### config.mk
export PLATFORM = sky130hd
export DESIGN_NAME = persist_repl_ctrl
export DESIGN_NICKNAME = d
export VERILOG_FILES = /design/src/rtl/persist_repl_pkg.sv /design/src/rtl/prc_tag_match.sv /design/src/rtl/prc_victim_pick.sv /design/src/rtl/prc_age_update.sv /design/src/rtl/persist_repl_ctrl.sv
export SDC_FILE = /design/constraint.sdc
export NUM_CORES = 1
export LEC_CHECK = 0
export CAP_MARGIN = 15
export CORE_MARGIN = 2
export CORE_UTILIZATION = 30
export DETAILED_ROUTE_END_ITERATION = 7
export PLACE_DENSITY = 0.51
export SLEW_MARGIN = 25
export SYNTH_ARGS = -nofsm -noshare
export SYNTH_HDL_FRONTEND = slang
export SYNTH_SLANG_ARGS = --single-unit
### constraint.sdc
create_clock -name clk -period 7.5 [get_ports clk]
set_input_delay 1.125 -clock clk [delete_from_list [all_inputs] [get_ports clk]]
set_output_delay 1.125 -clock clk [all_outputs]
set_load 0.01 [all_outputs]
### src/rtl/persist_repl_pkg.sv
package persist_repl_pkg;

    typedef enum logic {
        ST_CLEAR = 1'b0,
        ST_READY = 1'b1
    } repl_state_e;

endpackage

### src/rtl/prc_tag_match.sv
module prc_tag_match #(
    parameter int WAYS  = 4,
    parameter int TAG_W = 12,
    localparam int WAY_W = $clog2(WAYS)
) (
    input  logic [WAYS-1:0]            line_valid,
    input  logic [WAYS-1:0][TAG_W-1:0] line_tag,
    input  logic [TAG_W-1:0]           lookup_tag,
    output logic                       hit,
    output logic [WAY_W-1:0]           hit_way
);

    logic [WAYS-1:0] match_vec;

    for (genvar gi = 0; gi < WAYS; gi++) begin : g_cmp
        assign match_vec[gi] = line_valid[gi] && (line_tag[gi] == lookup_tag);
    end

    always_comb begin
        hit     = |match_vec;
        hit_way = '0;
        for (int i = WAYS - 1; i >= 0; i--) begin
            if (match_vec[i]) hit_way = WAY_W'(i);
        end
    end

endmodule

### src/rtl/prc_victim_pick.sv
module prc_victim_pick #(
    parameter int WAYS = 4,
    localparam int WAY_W = $clog2(WAYS)
) (
    input  logic [WAYS-1:0]            line_valid,
    input  logic [WAYS-1:0][WAY_W-1:0] line_age,
    input  logic [WAY_W-1:0]           resv_ways,
    input  logic                       use_resv,
    output logic [WAY_W-1:0]           victim
);

    logic [WAYS-1:0] allowed;

    for (genvar gi = 0; gi < WAYS; gi++) begin : g_elig
        localparam logic [WAY_W-1:0] IDX = WAY_W'(gi);
        assign allowed[gi] = use_resv ? (IDX < resv_ways) : (IDX >= resv_ways);
    end

    logic             have_free;
    logic [WAY_W-1:0] free_way;
    logic             have_old;
    logic [WAY_W-1:0] old_way;
    logic [WAY_W-1:0] old_age;

    always_comb begin
        have_free = 1'b0;
        free_way  = '0;
        for (int i = WAYS - 1; i >= 0; i--) begin
            if (allowed[i] && !line_valid[i]) begin
                have_free = 1'b1;
                free_way  = WAY_W'(i);
            end
        end
        have_old = 1'b0;
        old_way  = '0;
        old_age  = '0;
        for (int i = 0; i < WAYS; i++) begin
            if (allowed[i] && (!have_old || line_age[i] > old_age)) begin
                have_old = 1'b1;
                old_way  = WAY_W'(i);
                old_age  = line_age[i];
            end
        end
        victim = have_free ? free_way : old_way;
    end

endmodule

### src/rtl/prc_age_update.sv
module prc_age_update #(
    parameter int WAYS = 4,
    localparam int WAY_W = $clog2(WAYS)
) (
    input  logic [WAYS-1:0][WAY_W-1:0] age_in,
    input  logic [WAY_W-1:0]           touch_way,
    input  logic [WAY_W-1:0]           resv_ways,
    output logic [WAYS-1:0][WAY_W-1:0] age_out
);

    logic             touch_resv;
    logic [WAY_W-1:0] touch_age;

    assign touch_resv = touch_way < resv_ways;
    assign touch_age  = age_in[touch_way];

    for (genvar gi = 0; gi < WAYS; gi++) begin : g_rank
        localparam logic [WAY_W-1:0] IDX = WAY_W'(gi);
        logic same_region;
        assign same_region = ((IDX < resv_ways) == touch_resv);
        always_comb begin
            if (IDX == touch_way)
                age_out[gi] = '0;
            else if (same_region && (age_in[gi] < touch_age))
                age_out[gi] = age_in[gi] + 1'b1;
            else
                age_out[gi] = age_in[gi];
        end
    end

endmodule

### src/rtl/persist_repl_ctrl.sv
module persist_repl_ctrl
    import persist_repl_pkg::*;
#(
    parameter int WAYS  = 4,
    parameter int SETS  = 8,
    parameter int TAG_W = 12,
    localparam int WAY_W = $clog2(WAYS),
    localparam int SET_W = $clog2(SETS)
) (
    input  logic             clk,
    input  logic             rst_n,
    input  logic             flush,
    input  logic [WAY_W-1:0] cfg_resv,
    input  logic             req_valid,
    output logic             req_ready,
    input  logic [SET_W-1:0] req_set,
    input  logic [TAG_W-1:0] req_tag,
    input  logic             req_persist,
    output logic             rsp_valid,
    output logic             rsp_hit,
    output logic [WAY_W-1:0] rsp_way,
    output logic             rsp_evict_valid,
    output logic [TAG_W-1:0] rsp_evict_tag
);

    localparam logic [SET_W-1:0] LAST_SET = SET_W'(SETS - 1);

    repl_state_e      state_q, state_d;
    logic [SET_W-1:0] clr_idx_q;
    logic [WAY_W-1:0] resv_q;
    logic             clearing;
    logic             accept;

    logic [WAYS-1:0]            valid_q [SETS];
    logic [WAYS-1:0][TAG_W-1:0] tag_q   [SETS];
    logic [WAYS-1:0][WAY_W-1:0] age_q   [SETS];

    logic [WAYS-1:0]            cur_valid;
    logic [WAYS-1:0][TAG_W-1:0] cur_tag;
    logic [WAYS-1:0][WAY_W-1:0] cur_age;
    logic [WAYS-1:0][WAY_W-1:0] next_age;
    logic [WAYS-1:0][WAY_W-1:0] fresh_age;

    logic             hit;
    logic [WAY_W-1:0] hit_way;
    logic [WAY_W-1:0] victim;
    logic [WAY_W-1:0] sel_way;
    logic             use_resv;

    // ---------------- state register ----------------
    always_ff @(posedge clk or negedge rst_n) begin
        if (!rst_n) begin
            state_q   <= ST_CLEAR;
            clr_idx_q <= '0;
            resv_q    <= '0;
        end else begin
            state_q <= state_d;
            if (flush)
                clr_idx_q <= '0;
            else if (state_q == ST_CLEAR)
                clr_idx_q <= (clr_idx_q == LAST_SET) ? '0 : clr_idx_q + 1'b1;
            if (state_q == ST_CLEAR)
                resv_q <= cfg_resv;
        end
    end

    // ---------------- next state ----------------
    always_comb begin
        state_d = state_q;
        unique case (state_q)
            ST_CLEAR: begin
                if (flush)                        state_d = ST_CLEAR; // T_RESTART
                else if (clr_idx_q == LAST_SET)   state_d = ST_READY; // T_SWEEP_DONE
            end
            ST_READY: begin
                if (flush)                        state_d = ST_CLEAR; // T_FLUSH
            end
            default:                              state_d = ST_CLEAR;
        endcase
    end

    // ---------------- handshake outputs ----------------
    always_comb begin
        clearing  = (state_q == ST_CLEAR);
        req_ready = (state_q == ST_READY) && !flush;
        accept    = req_valid && req_ready;
    end

    // ---------------- lookup datapath ----------------
    assign cur_valid = valid_q[req_set];
    assign cur_tag   = tag_q[req_set];
    assign cur_age   = age_q[req_set];
    assign use_resv  = req_persist && (resv_q != '0);
    assign sel_way   = hit ? hit_way : victim;

    for (genvar gi = 0; gi < WAYS; gi++) begin : g_fresh
        assign fresh_age[gi] = WAY_W'(gi);
    end

    prc_tag_match #(.WAYS(WAYS), .TAG_W(TAG_W)) u_match (
        .line_valid (cur_valid),
        .line_tag   (cur_tag),
        .lookup_tag (req_tag),
        .hit        (hit),
        .hit_way    (hit_way)
    );

    prc_victim_pick #(.WAYS(WAYS)) u_victim (
        .line_valid (cur_valid),
        .line_age   (cur_age),
        .resv_ways  (resv_q),
        .use_resv   (use_resv),
        .victim     (victim)
    );

    prc_age_update #(.WAYS(WAYS)) u_age (
        .age_in    (cur_age),
        .touch_way (sel_way),
        .resv_ways (resv_q),
        .age_out   (next_age)
    );

    // ---------------- tag / valid / recency store ----------------
    always_ff @(posedge clk) begin
        if (clearing) begin
            valid_q[clr_idx_q] <= '0;
            age_q[clr_idx_q]   <= fresh_age;
        end else if (accept) begin
            valid_q[req_set][sel_way] <= 1'b1;
            tag_q[req_set][sel_way]   <= req_tag;
            age_q[req_set]            <= next_age;
        end
    end

    // ---------------- response register ----------------
    always_ff @(posedge clk or negedge rst_n) begin
        if (!rst_n) begin
            rsp_valid       <= 1'b0;
            rsp_hit         <= 1'b0;
            rsp_way         <= '0;
            rsp_evict_valid <= 1'b0;
            rsp_evict_tag   <= '0;
        end else begin
            rsp_valid <= accept;
            if (accept) begin
                rsp_hit         <= hit;
                rsp_way         <= sel_way;
                rsp_evict_valid <= !hit && cur_valid[victim];
                rsp_evict_tag   <= cur_tag[victim];
            end
        end
    end

endmodule

==> flow_summary.ini, run 1 <==
[critical_path]
crit_fanout = 8
setup.worst_path.start_class = input pin
reg2reg_slack_ns = 0.63
crit_top_cell = nor2_1
crit_path_end_kind = flop
worstPathRequired_ns = 7.83
slowest_stage = or4_4
arrival_ns = 7.51
cpPeakStageDelay_ns = 0.56
critPathKind = in -> reg

[global_routing]
grt_max_degree = 45
track_usage = 0.172
antenna_found_initial = 3
grt_pass1_vias = 13117
grt_pass1_wl_um = 92500
grt_overflow = 0

[die]
fp.dieH_um = 272
rows = 98
start_util = 0.303
die_w_um = 272
die-area_um2 = 74100
io_pins = 40
core_area_um2 = 71400

[timing]
post-route-period-util = 0.957
fin_crit_ns = 7.17
relSlewSlack = 0.375
finalSetupViolCount = 0
worst_slack_ns = 0.326
drv_slew = 0
worstMarginPinSlew_ns = 0.936
hold_ws_ns = 0.480
rsz0062_at_grt = false
fin_skew_ns = 0.0294
fmax_mhz = 139
hold_viol = 0

[logic_synthesis]
ys_seq_elements = 503
netlist_area_um2 = 21600
synth_area_leaders = edfxtp_1 (67%), mux2i_1 (5.8%), mux4_2 (4.3%), dfrtp_1 (2.7%), nor2_1 (2.1%)
synthCells = 1375
synth_nets = 1405
synth_cell_types = 77
syn_area_per_cell_um2 = 15.7
synth_warnings = 0
synth_top_area_share = 0.668
synthFlopType = edfxtp_1
yosysSeqAreaShare = 0.694
ys_async_sr_fraction = 0.0457
synth_edf_count = 480
synth_top_area_cell = edfxtp_1

[placed_design]
dp.cells = 2445
gp_congestion = 0.928
io_buffers = 39
post-place-ws_ns = -0.252
dp_hpwl_um = 42700

[power_and_ir_drop]
p_seq_frac = 0.485
vdd_ir_drop_max_v = 0.000141
p_leak_uw = 0.00910
fin_total_pwr_uw = 6430
clkPwrFrac = 0.393
switchingPower_uw = 1570
p_int_uw = 4860
swShare = 0.244
pwr-share-comb = 0.122
power_density_nw_per_um2 = 244

[layout]
final_cell_mix = edfxtp_1 (480), buf_4 (130), mux2i_1 (126), nor2_1 (94), nand2_1 (72)
regArea_um2 = 15000
post-route-util = 0.369
final_common_cell = edfxtp_1
layoutNonFillerInstCount = 2544
fillCellCount = 6750
syn_to_final_growth_pct = 21.9
layout-drive-gt1-share = 0.240
fin_nets = 1581
multi_input_area_um2 = 6460

[clock_tree]
post-cts-setup-buffer-count = 0
clk_pin_slew_ns = 0.06
htreeDepth = 2
insertion_delay_ns = 0.61
cts_tree = done
clockBufferDepth = 3
numCtsBuffers = 53
cts_resized = 0
ctsHoldBuffers = 0
root_buffer = clkbuf_16
cts.sinks = 503

[routing]
routed_wl_um = 64000
vias = 12987
vias_per_cell = 5.10
drc = 0
drtIter0Drc = 1252
wl_per_cell_um = 25.1
dr.pass1.iters = 5
ant_nets = 0

[run_status]
status = complete, no violations

[job]
drv_cap = 0

[hold_path]
hp-class = reg -> reg
==> metrics by stage <==
step | instance area [µm²] | TNS, ns
detailed placement | 24700 | -17.27
finish | 26300 | 0
floorplan | 21900 | -31.40
global route | 26300 | 0
CTS | 26300 | 0
global placement | 24700 | -9.16
==> flip-flops by register name, summed over array words and instances (netlist names) <==
register         cells
tag_q              384
age_q               64
valid_q             32
rsp_evict_tag       12
clr_idx_q            3
resv_q               2
rsp_way              2
rsp_evict_valid      1
rsp_hit              1
rsp_valid            1
state_q              1
==> critical path, delay by kind of cell <==
kind            cells  cell delay, ns
simple gates       11            2.23
mux                 2            0.64
compound gates     13            2.37
buf+inv             3            0.35
fa+ha+maj           3            0.79
==> final timing paths <==
| kind | from | end | cells after the start |
|---|---|---|---|
| setup / recovery | req_set[2] | age_q[3][0] | 32 |
| max in group asynchronous | rst_n | rsp_evict_tag[7] | 1 |
| hold reg to reg | rsp_evict_tag[9] | rsp_evict_tag[9] | 2 |
| min in group asynchronous | rst_n | rsp_evict_valid | 1 |
| setup reg to reg | age_q[3][0] | age_q[3][0] | 31 |
| hold / removal | rsp_evict_tag[9] | rsp_evict_tag[9] | 2 |
==> power groups by stage <==
stage / logic, µW / registers (µW) / clock network [µW]
6_report: 782 / 3120 / 2530
5_1_grt: 831 / 3120 / 2690
4_1_cts: 774 / 3120 / 2580
3_5_place_dp: 771 / 3180 / 0
3_3_place_gp: 765 / 3180 / 0
2_1_floorplan: 409 / 3180 / 0
==> Yosys cell counts (11+ instances only) <==
cell type	number
xor2_1	22
clkbuf_1	33
inv_1	14
o21ai_0	32
nor3_1	13
mux2_2	38
nor2_1	119
a22oi_1	37
a221oi_1	20
a31oi_1	14
nand2_1	74
mux4_2	41
a21oi_1	29
mux2i_1	126
nor2b_1	11
buf_4	13
edfxtp_1	480
xnor2_1	23
buf_2	17
dfrtp_1	23
nand3_1	17
==> cell families (layout without fill, tap and decap cells) <==
group                    Yosys count  count (layout)  share of synthesized area
flip-flops                       503             503                      0.694
AND/OR/NAND/NOR                  297             297                     0.0659
AO/OA/AOI/OAI                    218             219                     0.0721
multiplexers                     205             205                      0.121
buffers and inverters             96             313                     0.0225
XOR/XNOR                          45              45                     0.0183
adder cells (fa/ha/maj)           11              11                    0.00603
other                              0               1                          0
==> layout make-up <==
type                       instances  share of cell area
sequential                       503               0.569
antenna                            1           0.0000951
tap                              950              0.0451
multi-input combinational        777               0.245
inverter                          17             0.00242
clock buffer                      70              0.0528
clock inverter                    27              0.0103
timing repair buffer             199              0.0747
==> per-layer routing <==
metal,global-route usage,part of all wire
met1,0.246,0.47
met2,0.263,0.45
met3,0.0313,0.056
met4,0.0549,0.029
met5,0,0.00041
Power figures use the tool's default switching activity.
==> inputs of run 2 (changes only) <==
--- a/config.mk
+++ b/config.mk
@@ -13,4 +13,5 @@
 export SLEW_MARGIN = 25
 export SYNTH_ARGS = -nofsm -noshare
 export SYNTH_HDL_FRONTEND = slang
+export SYNTH_HIERARCHICAL = 1
 export SYNTH_SLANG_ARGS = --single-unit
==> flow_summary.ini, run 2 <==
[clock_tree]
insertion_delay_ns = 0.63
clockBufferDepth = 3
htreeDepth = 2
root_buffer = clkbuf_16
cts_tree = done
numCtsBuffers = 52
ctsHoldBuffers = 0
clk_pin_slew_ns = 0.06
cts.sinks = 503

[layout]
fin_area_um2 = 26200
layout-drive-gt1-share = 0.227
top_regs = tag_q x384, age_q x64, valid_q x32
fin_nets = 1613
multi_input_area_um2 = 6390
syn_to_final_growth_pct = 20.8
final_common_cell = edfxtp_1
fillCellCount = 6717
final_cell_mix = edfxtp_1 (480), buf_4 (127), nor2_1 (99), nand2_1 (81), mux2i_1 (70)
regArea_um2 = 15000
largest_reg_flops = 384
top_register = tag_q
n_antenna_cell = 0

[logic_synthesis]
syn_area_per_cell_um2 = 15.2
synthTopCellsByCount = edfxtp_1 (480), nor2_1 (115), nand2_1 (81)
yosysSeqAreaShare = 0.692
netlist_area_um2 = 21700
synth_top_area_cell = edfxtp_1
yosysMostFrequentCell = edfxtp_1
synth_nets = 1463
synth_top_area_share = 0.665
synth_cell_types = 80
ys_seq_elements = 503
synth_area_leaders = edfxtp_1 (67%), mux2i_1 (3.3%), a221oi_1 (2.9%), dfrtp_1 (2.7%), mux4_2 (2.4%)
synthFlopType = edfxtp_1
ys_async_sr_fraction = 0.0457
synthCells = 1428
synth_edf_count = 480
synth_warnings = 6

[timing]
finalSetupViolCount = 0
drv_slew = 0
post-route-period-util = 0.981
fin_crit_ns = 7.35
fmax_mhz = 136
worstMarginPinSlew_ns = 1.16
fin_skew_ns = 0.0506
hold_ws_ns = 0.479
hold_viol = 0
relSlewSlack = 0.215
worst_slack_ns = 0.146
setup_tns_ns = 0
rsz0062_at_grt = true

[power_and_ir_drop]
power_density_nw_per_um2 = 243
vdd_ir_drop_max_v = 0.000187
swShare = 0.249
switchingPower_uw = 1590
pwr-share-comb = 0.131
p_seq_frac = 0.494
p_int_uw = 4780
p_leak_uw = 0.00876
clkPwrFrac = 0.375

[die]
die-area_um2 = 74400
start_util = 0.303
fp.dieH_um = 273
rows = 98
io_pins = 40
core_area_um2 = 71500
die_w_um = 273

[global_routing]
grt_max_degree = 54
grt_overflow = 0
grt_pass1_vias = 13378
antenna_found_initial = 3
grt_pass1_wl_um = 95100
track_usage = 0.175

[hold_path]
hp-class = reg -> reg

[routing]
drtIter0Drc = 1394
ant_nets = 0
vias = 13575
vias_per_cell = 5.29
dr.pass1.iters = 5
routed_wl_um = 65800
wl_per_cell_um = 25.6
drc = 0

[critical_path]
r2r.worst_path.cells = 31
setup.worst_path.end = age_q[2][5]
arrival_ns = 7.67
reg2reg_to = age_q[2][5]
worstSetupStartpoint = req_set[0]
slowest_stage = or4b_4
setup.worst_path.start_class = input pin
crit_path_end_kind = flop
r2r_start = age_q[6][1]
reg2reg_slack_ns = 0.50
cpPeakStageDelay_ns = 0.53
critPathKind = in -> reg
crit_fanout = 8
worstPathRequired_ns = 7.82
crit_top_cell = inv_4

[run_status]
status = complete, no violations

[placed_design]
placement.cell_area_um2 = 24300
gp_congestion = 0.906
io_buffers = 39
post-place-ws_ns = -0.608
dp_hpwl_um = 42500

[job]
drv_cap = 0
==> run 2: changes by cell type in the layout (fill, tap and decap cells not counted), sizes merged, moves of 10 or more <==
cell,delta
xnor2,+27
o22ai,+14
a221oi,+52
mux4,-18
mux2i,-55
nand2b,+10
a31oi,-11
xor2,-22
a22o,+13
==> run 2: cell families after synthesis <==
kind of cell	synth area share
buffers and inverters	0.0312
and+or+nand+nor	0.0636
DFF	0.692
AOI/OAI and AO/OA	0.109
adders and majority gates	0.00751
muxes	0.0749
xor gates and xnor gates	0.0223
==> run 2: layout make-up <==
type / instances / share of cell area
Clock inverter: 29 / 0.00846
Clock buffer: 63 / 0.0513
Tap cell: 950 / 0.0454
Multi-Input combinational cell: 799 / 0.244
Timing Repair Buffer: 196 / 0.0742
Sequential cell: 503 / 0.573
Inverter: 26 / 0.00402
==> run 2: repair_timing <==
| action | CTS | global route |
|---|---|---|
| endpoints found under the setup margin | 24 | 64 |
| resized for setup | 4 | 31 |
| pin swaps | 0 | 24 |
| setup buffers | 0 | 12 |
==> run 2: through the flow <==
step / util / power (µW) / cells
after detailed placement: 0.341 / 3980 / 2462
after global routing: 0.366 / 6590 / 2566
after global placement: 0.340 / 3970 / 2462
after floorplan: - / 3650 / 1428
after CTS: 0.363 / 6370 / 2554
final: 0.366 / 6360 / 2566
==> run 2: how the worst min path moves through the flow <==
| stage | endpoint | start | slack [ns] | cells past startpoint |
|---|---|---|---|---|
| after floorplan | rsp_hit | rsp_hit | 0.51 | 2 |
| after global placement | rsp_way[1] | rsp_way[1] | 0.46 | 1 |
| after detailed placement | rsp_way[0] | rsp_way[0] | 0.47 | 1 |
| after CTS | rsp_way[0] | rsp_way[0] | 0.49 | 1 |
| after global routing | rsp_way[1] | rsp_way[1] | 0.50 | 1 |
| final | rsp_way[0] | rsp_way[0] | 0.48 | 1 |
==> run 2: worst max-delay path, delay by kind of cell <==
kind                       cells  cell delay [ns]
adders and majority gates      4             1.07
and+or+nand+nor                8             1.58
muxes                          4             1.07
buffers and inverters          5             0.51
AOI/OAI and AO/OA             12             2.29
==> run 2: power groups by stage <==
stage | Sequential, µW | Clock [µW] | Combinational, µW
floorplan | 3190 | 0 | 468
global placement | 3200 | 0 | 766
detailed placement | 3200 | 0 | 776
CTS | 3140 | 2440 | 784
global route | 3150 | 2550 | 891
finish | 3150 | 2390 | 831
==> run 2: layer usage <==
layer	global-route usage	wire, µm	part of all wire
met1	0.250	29600	0.45
met2	0.271	30100	0.46
met3	0.0393	4790	0.073
met4	0.0421	1280	0.019
met5	0	27	0.00041
